==> config.mk <==
export PLATFORM = sky130hd
export DESIGN_NAME = dram_bank_sched
export DESIGN_NICKNAME = d
export VERILOG_FILES = /design/src/rtl/dbs_pkg.sv /design/src/rtl/dbs_countdown.sv /design/src/rtl/dbs_refresh_timer.sv /design/src/rtl/dbs_read_pipe.sv /design/src/rtl/dram_bank_sched.sv
export SDC_FILE = /design/constraint.sdc
export NUM_CORES = 1
export LEC_CHECK = 0
export ABC_AREA = 0
export BUFFER_PORTS_ARGS = -buffer_cell sky130_fd_sc_hd__buf_2
export CORE_MARGIN = 8
export CORE_UTILIZATION = 25
export CTS_CLUSTER_DIAMETER = 150
export DETAILED_ROUTE_END_ITERATION = 6
export HOLD_SLACK_MARGIN = 0.03
export PLACE_DENSITY = 0.46
export SYNTH_ARGS = -nofsm -noshare
export SYNTH_HDL_FRONTEND = slang
export SYNTH_HIERARCHICAL = 1
export SYNTH_SLANG_ARGS = --single-unit
==> constraint.sdc <==
create_clock -name clk -period 2.9 [get_ports clk]
set_clock_uncertainty 0.05 [all_clocks]
set_input_delay 0.29 -clock clk [delete_from_list [all_inputs] [get_ports clk]]
set_output_delay 0.29 -clock clk [all_outputs]
set_load 0.03 [all_outputs]
==> src/rtl/dbs_pkg.sv <==
package dbs_pkg;

  typedef enum logic [2:0] {
    CMD_NOP = 3'd0,
    CMD_ACT = 3'd1,
    CMD_RD  = 3'd2,
    CMD_PRE = 3'd3,
    CMD_REF = 3'd4
  } bank_cmd_e;

  // interval in nanoseconds turned into whole clock cycles
  function automatic int cycles_from_ns(input int ns, input int clk_mhz);
    return (ns * clk_mhz) / 1000;
  endfunction

  // latency from the first command of a row miss to data
  function automatic int miss_cycles(input int rp, input int rcd, input int cl);
    return rp + rcd + cl;
  endfunction

  function automatic int max_wait(input int a, input int b, input int c, input int d);
    return a + b + c + d;
  endfunction

endpackage

==> src/rtl/dbs_countdown.sv <==
module dbs_countdown #(
  parameter int W = 8
) (
  input  logic         clk,
  input  logic         rst_n,
  input  logic         load,
  input  logic [W-1:0] load_val,
  output logic         zero
);
  logic [W-1:0] cnt;

  always_ff @(posedge clk) begin
    if (!rst_n)          cnt <= '0;
    else if (load)       cnt <= load_val;
    else if (cnt != '0)  cnt <= cnt - 1'b1;
  end

  assign zero = (cnt == '0);
endmodule

==> src/rtl/dbs_refresh_timer.sv <==
module dbs_refresh_timer #(
  parameter int T_REFI = 1561,
  parameter int ROW_W  = 16
) (
  input  logic             clk,
  input  logic             rst_n,
  input  logic             ref_issued,
  output logic             ref_pend,
  output logic [ROW_W-1:0] ref_row
);
  localparam int TW = $clog2(T_REFI + 1);

  logic [TW-1:0] tcnt;
  logic          tick;

  assign tick = (tcnt == TW'(T_REFI - 1));

  always_ff @(posedge clk) begin
    if (!rst_n) begin
      tcnt     <= '0;
      ref_pend <= 1'b0;
      ref_row  <= '0;
    end else begin
      tcnt     <= tick ? '0 : tcnt + 1'b1;
      ref_pend <= tick | (ref_pend & ~ref_issued);
      if (ref_issued) ref_row <= ref_row + 1'b1;
    end
  end
endmodule

==> src/rtl/dbs_read_pipe.sv <==
module dbs_read_pipe #(
  parameter int DEPTH = 16,
  parameter int TAG_W = 4
) (
  input  logic             clk,
  input  logic             rst_n,
  input  logic             push,
  input  logic [TAG_W-1:0] push_tag,
  output logic             out_valid,
  output logic [TAG_W-1:0] out_tag
);
  logic             vld [DEPTH];
  logic [TAG_W-1:0] tg  [DEPTH];

  always_ff @(posedge clk) begin
    if (!rst_n) vld[0] <= 1'b0;
    else        vld[0] <= push;
    tg[0] <= push_tag;
  end

  for (genvar i = 1; i < DEPTH; i++) begin : g_stage
    always_ff @(posedge clk) begin
      if (!rst_n) vld[i] <= 1'b0;
      else        vld[i] <= vld[i-1];
      tg[i] <= tg[i-1];
    end
  end

  assign out_valid = vld[DEPTH-1];
  assign out_tag   = tg[DEPTH-1];
endmodule

==> src/rtl/dram_bank_sched.sv <==
module dram_bank_sched
  import dbs_pkg::*;
#(
  parameter int ROW_W   = 16,
  parameter int COL_W   = 10,
  parameter int TAG_W   = 4,
  parameter int T_CL    = 16,
  parameter int T_RCD   = 18,
  parameter int T_RP    = 18,
  parameter int T_RAS   = 36,
  parameter int T_RFC   = 36,
  parameter int REFI_NS = 976,
  parameter int CLK_MHZ = 1600,
  parameter int T_REFI  = cycles_from_ns(REFI_NS, CLK_MHZ)
) (
  input  logic             clk,
  input  logic             rst_n,
  input  logic             req_valid,
  output logic             req_ready,
  input  logic [ROW_W-1:0] req_row,
  input  logic [COL_W-1:0] req_col,
  input  logic [TAG_W-1:0] req_tag,
  output logic [2:0]       cmd_o,
  output logic [ROW_W-1:0] cmd_row,
  output logic [COL_W-1:0] cmd_col,
  output logic             rd_valid,
  output logic [TAG_W-1:0] rd_tag
);
  localparam int CW = $clog2(max_wait(T_RAS, T_RFC, T_RP, T_RCD) + 1);

  typedef enum logic [2:0] {ST_IDLE, ST_RAS, ST_TRP, ST_TRCD, ST_REF} st_e;

  st_e              state, nxt_state;
  logic             is_open, for_ref, set_for_ref;
  logic [ROW_W-1:0] open_row, hold_row;
  logic [COL_W-1:0] hold_col;
  logic [TAG_W-1:0] hold_tag;
  bank_cmd_e        issue, cmd_q;
  logic [ROW_W-1:0] issue_row;
  logic [COL_W-1:0] issue_col;
  logic [TAG_W-1:0] issue_tag, cmd_tag_q;
  logic             gap_load, ras_load, gap_zero, ras_done;
  logic [CW-1:0]    gap_val;
  logic             accept, ref_pend, ref_issued, hit;
  logic [ROW_W-1:0] ref_row;

  assign req_ready  = (state == ST_IDLE) && !ref_pend;
  assign accept     = req_valid && req_ready;
  assign hit        = is_open && (req_row == open_row);
  assign ref_issued = (issue == CMD_REF);

  always_comb begin
    nxt_state   = state;
    issue       = CMD_NOP;
    issue_row   = open_row;
    issue_col   = hold_col;
    issue_tag   = hold_tag;
    gap_load    = 1'b0;
    gap_val     = '0;
    ras_load    = 1'b0;
    set_for_ref = 1'b0;
    case (state)
      ST_IDLE: begin
        if (ref_pend) begin
          if (is_open) begin
            set_for_ref = 1'b1;
            if (ras_done) begin
              issue = CMD_PRE; gap_load = 1'b1; gap_val = CW'(T_RP - 1); nxt_state = ST_TRP;
            end else nxt_state = ST_RAS;
          end else begin
            issue = CMD_REF; issue_row = ref_row;
            gap_load = 1'b1; gap_val = CW'(T_RFC - 1); nxt_state = ST_REF;
          end
        end else if (req_valid) begin
          if (hit) begin
            issue = CMD_RD; issue_col = req_col; issue_tag = req_tag;
          end else if (!is_open) begin
            issue = CMD_ACT; issue_row = req_row; ras_load = 1'b1;
            gap_load = 1'b1; gap_val = CW'(T_RCD - 1); nxt_state = ST_TRCD;
          end else if (ras_done) begin
            issue = CMD_PRE; gap_load = 1'b1; gap_val = CW'(T_RP - 1); nxt_state = ST_TRP;
          end else nxt_state = ST_RAS;
        end
      end
      ST_RAS: if (ras_done) begin
        issue = CMD_PRE; gap_load = 1'b1; gap_val = CW'(T_RP - 1); nxt_state = ST_TRP;
      end
      ST_TRP: if (gap_zero) begin
        if (for_ref) begin
          issue = CMD_REF; issue_row = ref_row;
          gap_load = 1'b1; gap_val = CW'(T_RFC - 1); nxt_state = ST_REF;
        end else begin
          issue = CMD_ACT; issue_row = hold_row; ras_load = 1'b1;
          gap_load = 1'b1; gap_val = CW'(T_RCD - 1); nxt_state = ST_TRCD;
        end
      end
      ST_TRCD: if (gap_zero) begin
        issue = CMD_RD; issue_row = hold_row; nxt_state = ST_IDLE;
      end
      ST_REF: if (gap_zero) nxt_state = ST_IDLE;
      default: nxt_state = ST_IDLE;
    endcase
  end

  always_ff @(posedge clk) begin
    if (!rst_n) begin
      state    <= ST_IDLE;
      is_open  <= 1'b0;
      open_row <= '0;
      for_ref  <= 1'b0;
      cmd_q    <= CMD_NOP;
    end else begin
      state <= nxt_state;
      cmd_q <= issue;
      if (issue == CMD_ACT) begin
        is_open  <= 1'b1;
        open_row <= issue_row;
      end else if (issue == CMD_PRE) begin
        is_open <= 1'b0;
      end
      if (set_for_ref)       for_ref <= 1'b1;
      else if (ref_issued)   for_ref <= 1'b0;
    end
  end

  always_ff @(posedge clk) begin
    if (accept) begin
      hold_row <= req_row;
      hold_col <= req_col;
      hold_tag <= req_tag;
    end
    cmd_row   <= issue_row;
    cmd_col   <= issue_col;
    cmd_tag_q <= issue_tag;
  end

  assign cmd_o = cmd_q;

  dbs_countdown #(.W(CW)) u_gap (
    .clk(clk), .rst_n(rst_n), .load(gap_load), .load_val(gap_val), .zero(gap_zero)
  );

  dbs_countdown #(.W(CW)) u_ras (
    .clk(clk), .rst_n(rst_n), .load(ras_load), .load_val(CW'(T_RAS - 1)), .zero(ras_done)
  );

  dbs_refresh_timer #(.T_REFI(T_REFI), .ROW_W(ROW_W)) u_refi (
    .clk(clk), .rst_n(rst_n), .ref_issued(ref_issued), .ref_pend(ref_pend), .ref_row(ref_row)
  );

  dbs_read_pipe #(.DEPTH(T_CL), .TAG_W(TAG_W)) u_rpipe (
    .clk(clk), .rst_n(rst_n), .push(cmd_q == CMD_RD), .push_tag(cmd_tag_q),
    .out_valid(rd_valid), .out_tag(rd_tag)
  );
endmodule

== After elaboration in Yosys (flattened, before gate mapping) ==
Memory sizes are Yosys's and may differ from the RTL's.
Cells that the tools add are included.
Cells by class
  add/sub/neg operators: 4
  eq/ne operators: 15
  multiplexer cells: 90
  bitwise gates (word level): 20
  reductions and logical operators: 17
Operators with widths (count)
  16-bit 2-to-1 mux: 8
  16-bit one-hot mux with 3 select lines: 1
  10-bit 2-to-1 mux: 4
  1-bit 2-to-1 mux: 37
  3-bit 2-to-1 mux: 12
  6-bit 2-to-1 mux: 5
  3-bit one-hot mux with 4 select lines: 2
  7-bit 2-to-1 mux: 3
  7-bit one-hot mux with 3 select lines: 1
  5-bit 2-to-1 mux: 4
  1-bit OR: 17
  16-bit by 1-bit adder with 16-bit output (second input constant): 1
  16-bit equality test: 1
  4-bit 2-to-1 mux: 4
  7-bit zero test: 2
  2-bit 2-to-1 mux: 7
  7-bit nonzero test: 2
  7-bit by 1-bit subtractor with 7-bit output (second input constant): 2
  3-bit by 2-bit equality test with 1-bit output (second input constant): 4
  11-bit by 1-bit adder with 11-bit output (second input constant): 1
  11-bit equality test (second input constant): 1
  2-bit nonzero test: 4
  3-bit by 1-bit equality test with 1-bit output (second input constant): 2
  3-bit equality test (second input constant): 2
  other kinds (12): 19
Word-level totals
  register bits: 126
  RAM bits: 80
  output and inout port bits: 35
  word-level logic and storage cells: 165
  memories kept: 2
Memory list
  u_rpipe.tg: words 16, bits a word 4, read ports 16, clocked after memory_dff 0, wr ports 16, RTL line dbs_read_pipe.sv:13  | logic [TAG_W-1:0] tg [DEPTH];
  u_rpipe.vld: words 16, bits a word 1, read ports 16, clocked after memory_dff 0, wr ports 16, RTL line dbs_read_pipe.sv:12  | logic vld [DEPTH];

== Logic depth before layout (Yosys ltp) ==
Gate-level depths: netlist of run 1.
  depth after elaboration: 11
  depth in mapped cells: 13
  mapped depth without buffers: 10

== Cells and area by module ==
Netlist of run 1, hierarchy kept.
Modules (own cells, without submodules)
  dram_bank_sched: instances 1, cells an instance 301, area an instance 3408.3 um2, sequential area each 1981.9 um2
  dbs_read_pipe: instances 1, cells an instance 97, area an instance 1727.9 um2, sequential area each 1601.5 um2
  dbs_refresh_timer: instances 1, cells an instance 144, area an instance 1306.3 um2, sequential area each 560.5 um2
  dbs_countdown: instances 2, cells an instance 44, area an instance 411.6 um2, sequential area each 140.1 um2

== Worst setup path after synthesis of run 1 ==
OpenSTA, ideal clock, no wires.
  path type: reg2reg
  from: register state[0]
  to: register cmd_col[0]
  data arrival time: 2.217 ns
  data required time: 2.729 ns
  setup slack: 0.511 ns
  cell stages (with the launch flop): 8
  buffers on the path: 2
  period minus slack after synthesis: 2.389 ns
  cells stage by stage: dfxtp_1 buf_6 or3_4 nor2_4 and2_4 nor3b_4 buf_12 mux2_4
On the way
  longest elaborated chain between the ends: 2
RTL lines
  from (decl): RTL line dram_bank_sched.sv:33  | st_e state, nxt_state;
  from (signal assigned): RTL line dram_bank_sched.sv:113  | state <= nxt_state;
  3-bit zero test: RTL line dram_bank_sched.sv:62  | case (state)
  10-bit 2-to-1 mux: RTL line dram_bank_sched.sv:62
  via issue_col[0]: RTL line dram_bank_sched.sv:40  | logic [COL_W-1:0] issue_col;
  to (signal assigned): RTL line dram_bank_sched.sv:133  | cmd_col <= issue_col;
  to (decl): RTL line dram_bank_sched.sv:25  | output logic [COL_W-1:0] cmd_col,
The timed path passes the listed nets, and every way through them passes these cells.
A chain may end at the register's enable or synchronous reset.

== Worst setup path in the final report of run 1 ==
  from: input req_row[12]
  to: register u_gap.cnt[5]
On the way
  longest elaborated chain between the ends: 7
  elaborated cells on any way between the ends: 8
  classes of those cells: eq/ne: 1; mux: 5; reduce/logical: 2
RTL lines
  from (decl): RTL line dram_bank_sched.sv:20  | input logic [ROW_W-1:0] req_row,
  16-bit equality test (*): RTL line dram_bank_sched.sv:49  | assign hit = is_open && (req_row == open_row);
  1-bit logical AND (*): RTL line dram_bank_sched.sv:49
  1-bit 2-to-1 mux (*): RTL line dram_bank_sched.sv:75  | if (hit) begin
  1-bit 2-to-1 mux (*): RTL line dram_bank_sched.sv:74  | end else if (req_valid) begin
  1-bit 2-to-1 mux (*): RTL line dram_bank_sched.sv:64  | if (ref_pend) begin
  1-bit one-hot mux with 3 select lines (*): RTL line dram_bank_sched.sv:62
  via gap_load: RTL line dram_bank_sched.sv:42  | logic gap_load, ras_load, gap_zero, ras_done;
  7-bit 2-to-1 mux or 2-bit nonzero test (tied branches)
  to (signal assigned): RTL line dbs_countdown.sv:14  | else if (load) cnt <= load_val;
  to (signal assigned): RTL line dbs_countdown.sv:15  | else if (cnt != '0) cnt <= cnt - 1'b1;
  to (decl): RTL line dbs_countdown.sv:10  | logic [W-1:0] cnt;
The timed path passes the listed nets; every way through them passes the cells marked *.

==> run_results.csv, run 1 <==
group,metric,value,unit
floorplan,row_count,62,
finish,fill_cells,2951,
route,ant_nets,0,
min_path,holdPathStages,5,
global_route,grt_pass1_vias,4790,
timing,setup_viol,0,
placement,io_buffers,67,
clocking,cts_buffer_depth,3,
timing,max_clock_freq,382,MHz
power,ir_drop,429,µV
finish,antennaDiodeCount,0,
power,internal_power,6260,µW
clocking,cts_made_buffers,22,
setup_path,worst-path-buf-inv,2,
logic_synthesis,synthesis.area,7270,µm²
setup_path,reg2reg_slack,0.38,ns
setup_path,cp-end-kind,"register",
route,drc,0,
logic_synthesis,synth_adder_area_share,1.21,%
logic_synthesis,synth_xor_area_share,4.22,%
placement,hpwl,10.3,mm
timing,worst_pin_slew,0.562,ns
setup_path,max_stage_delay,0.54,ns
setup_path,worstPathRequired,3.30,ns
setup_path,worstSetupStartpointType,"input port",
global_route,grt_pass1_wl,26.0,mm
setup_path,cp_slowest_cell,"dlygate4sd3_1",
timing,relSlewSlack,62.2,%
power,power_switching_share,31.0,%
route,vias,4829,
timing,fin_ws,0.283,ns
logic_synthesis,yosys.area_share.simple,15.7,%
global_route,grt_overflow,0,
clocking,htree_levels,1,
clocking,path_clk_slew,0.06,ns
clocking,cts_setup_buffers,0,
clocking,clock-sinks,206,
clocking,clock_latency,0.52,ns
clocking,cts_resized,0,
run_status,outcome,"completed",
route,wl_per_cell,13.8,µm
logic_synthesis,synth_seq_cells,206,
placement,gp_congestion,0.747,
min_path,hold_path_class,"input port to register",
global_route,grt_antenna_before_repair,0,
flow_run,maxCapViolCount,0,
power,powerDensity,998,nW/µm²
finish,mostFrequentLayoutCells,"dfxtp_1, buf_2, nand2_1",
power,p_leak,0.00360,µW
logic_synthesis,syn_area_per_cell,11.5,µm²
floorplan,io-pin-count,68,
timing,finalCriticalPeriod,2.62,ns
logic_synthesis,synthMuxAreaShare,4.22,%
clocking,cts_tree,"built",
timing,tns,0,ns
min_path,min_from,"rst_n",
setup_path,r2r_cells,8,
floorplan,core,28700,µm²
logic_synthesis,syn_inst,630,
setup_path,cp.arrival,3.02,ns
global_route,track_usage,8.93,%
logic_synthesis,synth_top_family_by_area,"simple AND/OR/NAND/NOR gates",
logic_synthesis,yosysUniqueCellTypes,60,
placement,place_ws,0.306,ns
route,drtIter0Drc,345,
setup_path,crit_type,"input port to register",
logic_synthesis,synth_edf_count,30,
logic_synthesis,asyncSetResetFlopFracSynth,0,%
setup_path,cp_max_fo,12,
floorplan,dieArea,34800,µm²
power,p_seq_share,42.2,%
global_route,grt_max_degree,32,
min_path,holdPathEnd,"cmd_o[0]",
timing,period_share,90.3,%
finish,area_growth,25.2,%
power,p_comb_share,25.9,%
setup_path,r2r_end,"u_gap/cnt[5]",
power,p_sw,2820,µW
timing,slew_viol_final,0,
finish,nets,785,
logic_synthesis,yosysSeqAreaShare,60.9,%
power,power_frac_clock,31.9,%
finish,mostFrequentLayoutCell,"dfxtp_1",
logic_synthesis,synthFlopType,"dfxtp_1",
timing,final_hold_viol_count,0,
route,drt_pass1_iterations,5,
finish,layout-drive-gt1-share,20.9,%
logic_synthesis,synth_compound_area_share,10.2,%
clocking,cts-root-buf,"clkbuf_16",
route,vias_per_cell,4.22,
floorplan,start_util,25.3,%
timing,rsz0062_at_grt,"false",
setup_path,critical-path-top-delay-family,"simple AND/OR/NAND/NOR gates",
floorplan,die_w,186,µm
route,finalWirelength,15.8,mm
floorplan,chipHeight,186,µm
setup_path,timing.rr.start,"open_row[12]",
logic_synthesis,ys_warn_count,6,
setup_path,crit_chain,"dlygate4sd3_1, buf_2, xor2_1, nor4_1, nand3_1, o211ai_1, nand2_1, nand2b_1, nor2_1, a32o_1",
## logic make-up (layout without fill, tap and decap cells)
group / Yosys count / in the layout
buffers and inverters: 44 / 167
other: 2 / 10
AO/OA/AOI/OAI: 100 / 100
XOR/XNOR: 35 / 35
adder cells (fa/ha/maj): 7 / 7
flip-flops: 206 / 206
multiplexers: 24 / 24
AND/OR/NAND/NOR: 212 / 212
## routing by layer
| layer | wire length [µm] | vias to the layer above | part of all wire, % | global-route usage [%] |
|---|---|---|---|---|
| met2 | 6740 | 116 | 43 | 13.7 |
| met5 | 0 | - | 0 | 0 |
| met1 | 7640 | 2221 | 48 | 11.9 |
| met4 | 343 | 0 | 2.2 | 2.57 |
| li1 | - | 2463 | - | - |
| met3 | 1050 | 29 | 6.6 | 2.80 |
## worst reg2reg max path, delay by kind of cell, from the launching register on
kind | cells | cell delay, ns
DFF | 1 | 0.34
AOI/OAI and AO/OA | 2 | 0.42
xor gates and xnor gates | 1 | 0.18
and+or+nand+nor | 5 | 1.47
## layout make-up
type | instances | area, µm² | area share (%)
clock buffers | 30 | 591 | 6.49
repair buffers | 114 | 763 | 8.39
multi-input cells | 388 | 2620 | 28.9
clock inverters | 10 | 163 | 1.79
well taps | 384 | 480 | 5.28
flip-flops and latches | 206 | 4420 | 48.7
inverters | 13 | 48.8 | 0.537
## Yosys cell counts, types with 3 or more instances
cell	number	area [µm²]
nor2b_1	5	31.3
inv_1	13	48.8
nor3_1	9	45.0
mux2i_1	7	70.1
mux2_2	5	56.3
xor2_1	24	210
a21oi_1	19	95.1
and2_1	10	62.6
a211oi_1	17	128
xnor2_1	11	96.3
clkbuf_1	10	37.5
nand2_1	57	214
o31ai_1	14	105
nor2_1	46	173
a32o_1	4	40.0
mux2_4	12	180
nor4_1	10	62.6
buf_2	12	60.1
nand4_1	5	31.3
edfxtp_1	30	901
or3_4	3	33.8
dfxtp_1	176	3520
and2_2	12	90.1
or3_1	5	31.3
buf_6	5	56.3
o21ai_0	12	60.1
nand3_1	15	75.1
or4_1	8	60.1
nand2b_1	10	62.6
a222oi_1	16	160
nor3_2	3	30.0
nor3b_1	4	30.0
ha_1	7	87.6
## sequential cells by signal, indices dropped and copies added, names as in the netlist, 10 cells and up
signal / flops
cmd_col: 10
cmd_row: 16
hold_col: 10
hold_row: 16
open_row: 16
u_refi/ref_row: 16
u_refi/tcnt: 11
u_rpipe/tg: 64
u_rpipe/vld: 16
## per-stage QoR
step / instances / hold WS [ns] / power (µW) / area, µm² / util, %
6_report: 1145 / 0.201 / 9070 / 9090 / 31.7
4_1_cts: 1145 / 0.189 / 9240 / 9090 / 31.7
3_3_place_gp: 1075 / 0.260 / 6240 / 8040 / 28.0
5_1_grt: 1145 / 0.227 / 9660 / 9090 / 31.7
2_1_floorplan: 638 / 0.260 / 5610 / 7300 / -
3_5_place_dp: 1075 / 0.262 / 6230 / 8040 / 28.0
## timing repair
item	4_1_cts	5_1_grt
hold buffers	30	0
hold endpoints to repair	55	0
setup endpoints to repair	0	0
## power groups by stage
stage | registers [µW] | logic, µW | clock network, µW
floorplan | 4050 | 1570 | 0
global route | 3910 | 2620 | 3130
CTS | 3840 | 2380 | 3020
global placement | 3890 | 2350 | 0
detailed placement | 3890 | 2340 | 0
finish | 3830 | 2350 | 2900
## worst max path at each step
stage	to	startpoint	slack (ns)	cells after the start
after floorplan	cmd_col[0]	state[0]	0.51	7
after global placement	u_gap/cnt[5]	req_row[12]	0.30	9
after detailed placement	u_gap/cnt[6]	req_row[12]	0.31	9
after CTS	u_gap/cnt[5]	req_row[12]	0.26	10
after global routing	u_gap/cnt[5]	req_row[12]	0.04	10
final	u_gap/cnt[5]	req_row[12]	0.28	10
No activity file was read; power rests on OpenSTA's default activity.
==> run 2, diff against run 1 <==
--- a/config.mk
+++ b/config.mk
@@ -12,6 +12,7 @@
 export CTS_CLUSTER_DIAMETER = 150
 export DETAILED_ROUTE_END_ITERATION = 6
 export HOLD_SLACK_MARGIN = 0.03
+export MAX_ROUTING_LAYER = met4
 export PLACE_DENSITY = 0.46
 export SYNTH_ARGS = -nofsm -noshare
 export SYNTH_HDL_FRONTEND = slang
==> run 2 against run 1 <==
Net effect: fmax is essentially flat; final area unchanged; power hardly changed; die area is the same; worst hold slack better by 0.0013 ns; sequential share of layout area unchanged; highest routed layer unchanged.
==> run_results.csv, run 2 (synthesized netlist as in run 1, its figures left out) <==
group,metric,value,unit
timing,tns,0,ns
global_route,grt_overflow,0,
placement,gp_congestion,0.755,
clocking,cts_tree,"built",
global_route,track_usage,9.19,%
floorplan,core,28700,µm²
run_status,outcome,"completed",
clocking,cts_setup_buffers,0,
clocking,clock-sinks,206,
finish,layout-drive-gt1-share,20.9,%
power,p_total,9080,µW
finish,fill_cells,2951,
floorplan,chipHeight,186,µm
route,drt_pass1_iterations,5,
setup_path,cp_slowest_cell,"dlygate4sd3_1",
timing,finalCriticalPeriod,2.62,ns
finish,largest_reg_flops,64,
power,powerDensity,998,nW/µm²
clocking,cts_resized,0,
clocking,htree_levels,1,
setup_path,worst-path-buf-inv,2,
finish,mostFrequentLayoutCell,"dfxtp_1",
global_route,grt_antenna_before_repair,0,
setup_path,crit_chain,"dlygate4sd3_1, buf_2, xor2_1, nor4_1, nand3_1, o211ai_1, nand2_1, nand2b_1, nor2_1, a32o_1",
clocking,cts_made_buffers,22,
timing,relSlewSlack,62.0,%
finish,nets,785,
clocking,cts_hold_buf,30,
power,power_switching_share,31.1,%
finish,top_register,"u_rpipe/tg",
min_path,hold_path_class,"input port to register",
placement,io_buffers,67,
finish,mostFrequentLayoutCells,"dfxtp_1, buf_2, nand2_1",
floorplan,start_util,25.3,%
flow_run,maxCapViolCount,0,
route,vias_per_cell,4.22,
timing,setup_viol,0,
route,ant_nets,0,
finish,area_growth,25.2,%
setup_path,cp.arrival,3.02,ns
floorplan,die_w,186,µm
setup_path,max_stage_delay,0.54,ns
clocking,cts_buffer_depth,3,
global_route,grt_max_degree,32,
clocking,path_clk_slew,0.06,ns
global_route,grt_pass1_vias,4791,
finish,register_area,4420,µm²
power,p_comb_share,25.9,%
route,drtIter0Drc,343,
placement,hpwl,10.3,mm
finish,finalCoreUtilization,31.7,%
setup_path,crit_type,"input port to register",
clocking,cts-root-buf,"clkbuf_16",
timing,max_clock_freq,382,MHz
global_route,grt_pass1_wl,26.0,mm
finish,multiInputGateArea,2620,µm²
finish,antennaDiodeCount,0,
power,internal_power,6260,µW
timing,period_share,90.2,%
floorplan,io-pin-count,68,
power,power_frac_clock,31.9,%
timing,slew_viol_final,0,
setup_path,worstPathRequired,3.30,ns
floorplan,dieArea,34800,µm²
route,drc,0,
clocking,clock_latency,0.52,ns
floorplan,row_count,62,
power,ir_drop,432,µV
power,p_leak,0.00360,µW
timing,rsz0062_at_grt,"false",
setup_path,cp-end-kind,"register",
timing,final_hold_viol_count,0,
power,p_seq_share,42.2,%
route,finalWirelength,15.8,mm
power,p_sw,2820,µW
route,vias,4834,
setup_path,cp_max_fo,12,
route,wl_per_cell,13.8,µm
setup_path,worstSetupStartpointType,"input port",
setup_path,critical-path-top-delay-family,"simple AND/OR/NAND/NOR gates",
timing,worst_pin_slew,0.564,ns
## run 2: worst paths after layout
| check | startpoint | endpoint | slack [ns] | cells after the start |
|---|---|---|---|---|
| max | req_row[12] | u_gap/cnt[5] | 0.28 | 10 |
| min | rst_n | cmd_o[0] | 0.20 | 5 |
| max reg2reg | open_row[12] | u_gap/cnt[5] | 0.38 | 8 |
| min reg2reg | u_rpipe/tg[6][0] | u_rpipe/tg[7][0] | 0.27 | 0 |
## run 2: tightest hold or removal path, delay by kind of cell
family,cells,cell delay [ns]
buffers and inverters,2,0.21
and+or+nand+nor,2,0.10
AOI/OAI and AO/OA,1,0.10
## run 2: cell type report
cell class                      instances  area share (%)
Sequential cell                       206            48.7
Multi-Input combinational cell        388            28.9
Timing Repair Buffer                  114            8.39
Clock buffer                           30            6.49
Tap cell                              384            5.28
Clock inverter                         10            1.79
Inverter                               13           0.537
## run 2: routing by layer
metal	up-vias	track usage (%)	share of wire [%]
met5	-	-	0
met4	0	2.57	2.2
met3	30	2.26	5.3
met2	115	13.6	43
met1	2224	12.3	50
li1	2465	-	-
## run 2: power by group through the flow
| stage | Sequential [µW] | Combinational (µW) | Clock (µW) |
|---|---|---|---|
| after detailed placement | 3890 | 2340 | 0 |
| after global routing | 3910 | 2620 | 3130 |
| after floorplan | 4050 | 1570 | 0 |
| after global placement | 3890 | 2350 | 0 |
| after CTS | 3840 | 2380 | 3020 |
| final | 3830 | 2350 | 2900 |
## run 2: through the flow
step	instance area [µm²]	instances	hold slack, ns	worst slack, ns
floorplan	7300	638	0.260	0.511
global placement	8040	1075	0.260	0.299
detailed placement	8040	1075	0.262	0.306
CTS	9090	1145	0.189	0.257
global route	9090	1145	0.227	0.0407
finish	9090	1145	0.203	0.283
==> run 3, diff against run 2 <==
--- a/config.mk
+++ b/config.mk
@@ -9,6 +9,7 @@
 export BUFFER_PORTS_ARGS = -buffer_cell sky130_fd_sc_hd__buf_2
 export CORE_MARGIN = 8
 export CORE_UTILIZATION = 25
+export CTS_BUF_LIST = sky130_fd_sc_hd__clkbuf_16
 export CTS_CLUSTER_DIAMETER = 150
 export DETAILED_ROUTE_END_ITERATION = 6
 export HOLD_SLACK_MARGIN = 0.03
==> run 3 against run 2 <==
Net effect: worst hold slack better by 0.0012 ns; critical path depth stayed put; wire length is essentially flat; combinational power barely moved; die area unchanged; fmax grew 1.3%; global-route usage stayed put; power shrank 0.61%; core utilization about the same; non-clock buffer count is the same.
==> run_results.csv, run 3 (synthesized netlist as in run 1, its figures left out) <==
group,metric,value,unit
timing,final_hold_viol_count,0,
finish,mostFrequentLayoutCells,"dfxtp_1, buf_2, nand2_1",
timing,rsz0062_at_grt,"false",
floorplan,die_w,186,µm
setup_path,max_stage_delay,0.54,ns
setup_path,cp_max_fo,12,
placement,dp.cells,1075,
clocking,cts_tree,"built",
placement,hpwl,10.3,mm
timing,setup_viol,0,
clocking,cts_buffer_depth,3,
global_route,grt_pass1_wl,26.0,mm
timing,hold_slack,0.204,ns
global_route,grt_pass1_vias,4791,
global_route,track_usage,9.19,%
global_route,grt_overflow,0,
power,p_leak,0.00362,µW
timing,tns,0,ns
finish,mostFrequentLayoutCell,"dfxtp_1",
finish,antennaDiodeCount,0,
clocking,clock-sinks,206,
timing,slew_viol_final,0,
floorplan,core,28700,µm²
flow_run,maxCapViolCount,0,
route,vias_per_cell,4.22,
finish,final_cells,1145,
finish,top_register,"u_rpipe/tg",
global_route,grt_max_degree,32,
timing,relSlewSlack,62.3,%
floorplan,io-pin-count,68,
route,vias,4830,
finish,largest_reg_flops,64,
clocking,cts_hold_buf,30,
run_status,outcome,"completed",
timing,max_clock_freq,387,MHz
route,drc,0,
clocking,cts_made_buffers,22,
power,ir_drop,426,µV
floorplan,start_util,25.3,%
placement,gp_congestion,0.755,
setup_path,crit_type,"input port to register",
route,drt_pass1_iterations,5,
setup_path,cp_slowest_cell,"dlygate4sd3_1",
clocking,cts_resized,0,
floorplan,chipHeight,186,µm
timing,period_share,89.1,%
power,powerDensity,993,nW/µm²
placement,io_buffers,67,
setup_path,worst-path-buf-inv,2,
global_route,grt_antenna_before_repair,0,
route,finalWirelength,15.8,mm
setup_path,crit_chain,"dlygate4sd3_1, buf_2, xor2_1, nor4_1, nand3_1, o211ai_1, nand2_1, nand2b_1, nor2_1, a32o_1",
finish,area_growth,25.0,%
min_path,hold_path_class,"input port to register",
finish,nets,785,
clocking,cts-root-buf,"clkbuf_16",
timing,worst_pin_slew,0.561,ns
floorplan,row_count,62,
clocking,path_clk_slew,0.06,ns
setup_path,cp-end-kind,"register",
finish,layout-drive-gt1-share,20.8,%
clocking,clock_latency,0.52,ns
floorplan,dieArea,34800,µm²
route,wl_per_cell,13.8,µm
setup_path,critical-path-top-delay-family,"simple AND/OR/NAND/NOR gates",
setup_path,cp.arrival,2.99,ns
setup_path,worstPathRequired,3.31,ns
timing,finalCriticalPeriod,2.58,ns
setup_path,worstSetupStartpointType,"input port",
clocking,htree_levels,1,
route,drtIter0Drc,340,
clocking,cts_setup_buffers,0,
route,ant_nets,0,
run 3: changes by cell type in the layout (fill, tap and decap cells not counted), sizes merged:
cell / before / now
clkinv: 5 / 6
clkbuf: 30 / 22
inv: 13 / 20
run 3: cell type report:
type                    count  area [µm²]
fillers                  2954       19600
well taps                 384         480
clock inverters            18         193
inverters                  13        48.8
flip-flops and latches    206        4420
clock buffers              22         551
repair buffers            114         763
multi-input cells         388        2620
run 3: worst reg2reg max path: stages, from the launching register on:
cell and delay (ns):
dfxtp_1 0.34, xor2_1 0.18, nor4_1 0.37, nand3_1 0.33, o211ai_1 0.27, nand2_1 0.29
nand2b_1 0.29, nor2_1 0.16, a32o_1 0.14
run 3: where the power goes:
group          switching [µW]  total, µW  internal, µW  leakage (µW)
sequential                300       3830          3530       0.00174
clock                    1110       2850          1740      0.000387
combinational            1410       2350           939       0.00149
run 3: final timing paths:
| path | from | end | slack, ns | depth (start not counted) |
|---|---|---|---|---|
| worst max register to register | open_row[12] | u_gap/cnt[5] | 0.41 | 8 |
| worst min register to register | u_rpipe/tg[10][3] | u_rpipe/tg[11][3] | 0.27 | 0 |
| worst min-delay path | rst_n | cmd_o[0] | 0.20 | 5 |
| worst max-delay path | req_row[12] | u_gap/cnt[5] | 0.32 | 10 |
run 3: metal layers:
| layer | wire (µm) | vias up | track usage (%) |
|---|---|---|---|
| met5 | 0 | - | - |
| met4 | 342 | 0 | 2.57 |
| met3 | 837 | 30 | 2.26 |
| met2 | 6800 | 109 | 13.6 |
| met1 | 7810 | 2228 | 12.3 |
| li1 | - | 2463 | - |
run 3: metrics by stage:
stage	power [µW]	setup slack [ns]	cell area, µm²	util, %
after CTS	9190	0.257	9080	31.6
after global routing	9610	0.0407	9080	31.6
final	9020	0.317	9080	31.6
after floorplan	5610	0.511	7300	-
after detailed placement	6230	0.306	8040	28.0
after global placement	6240	0.299	8040	28.0
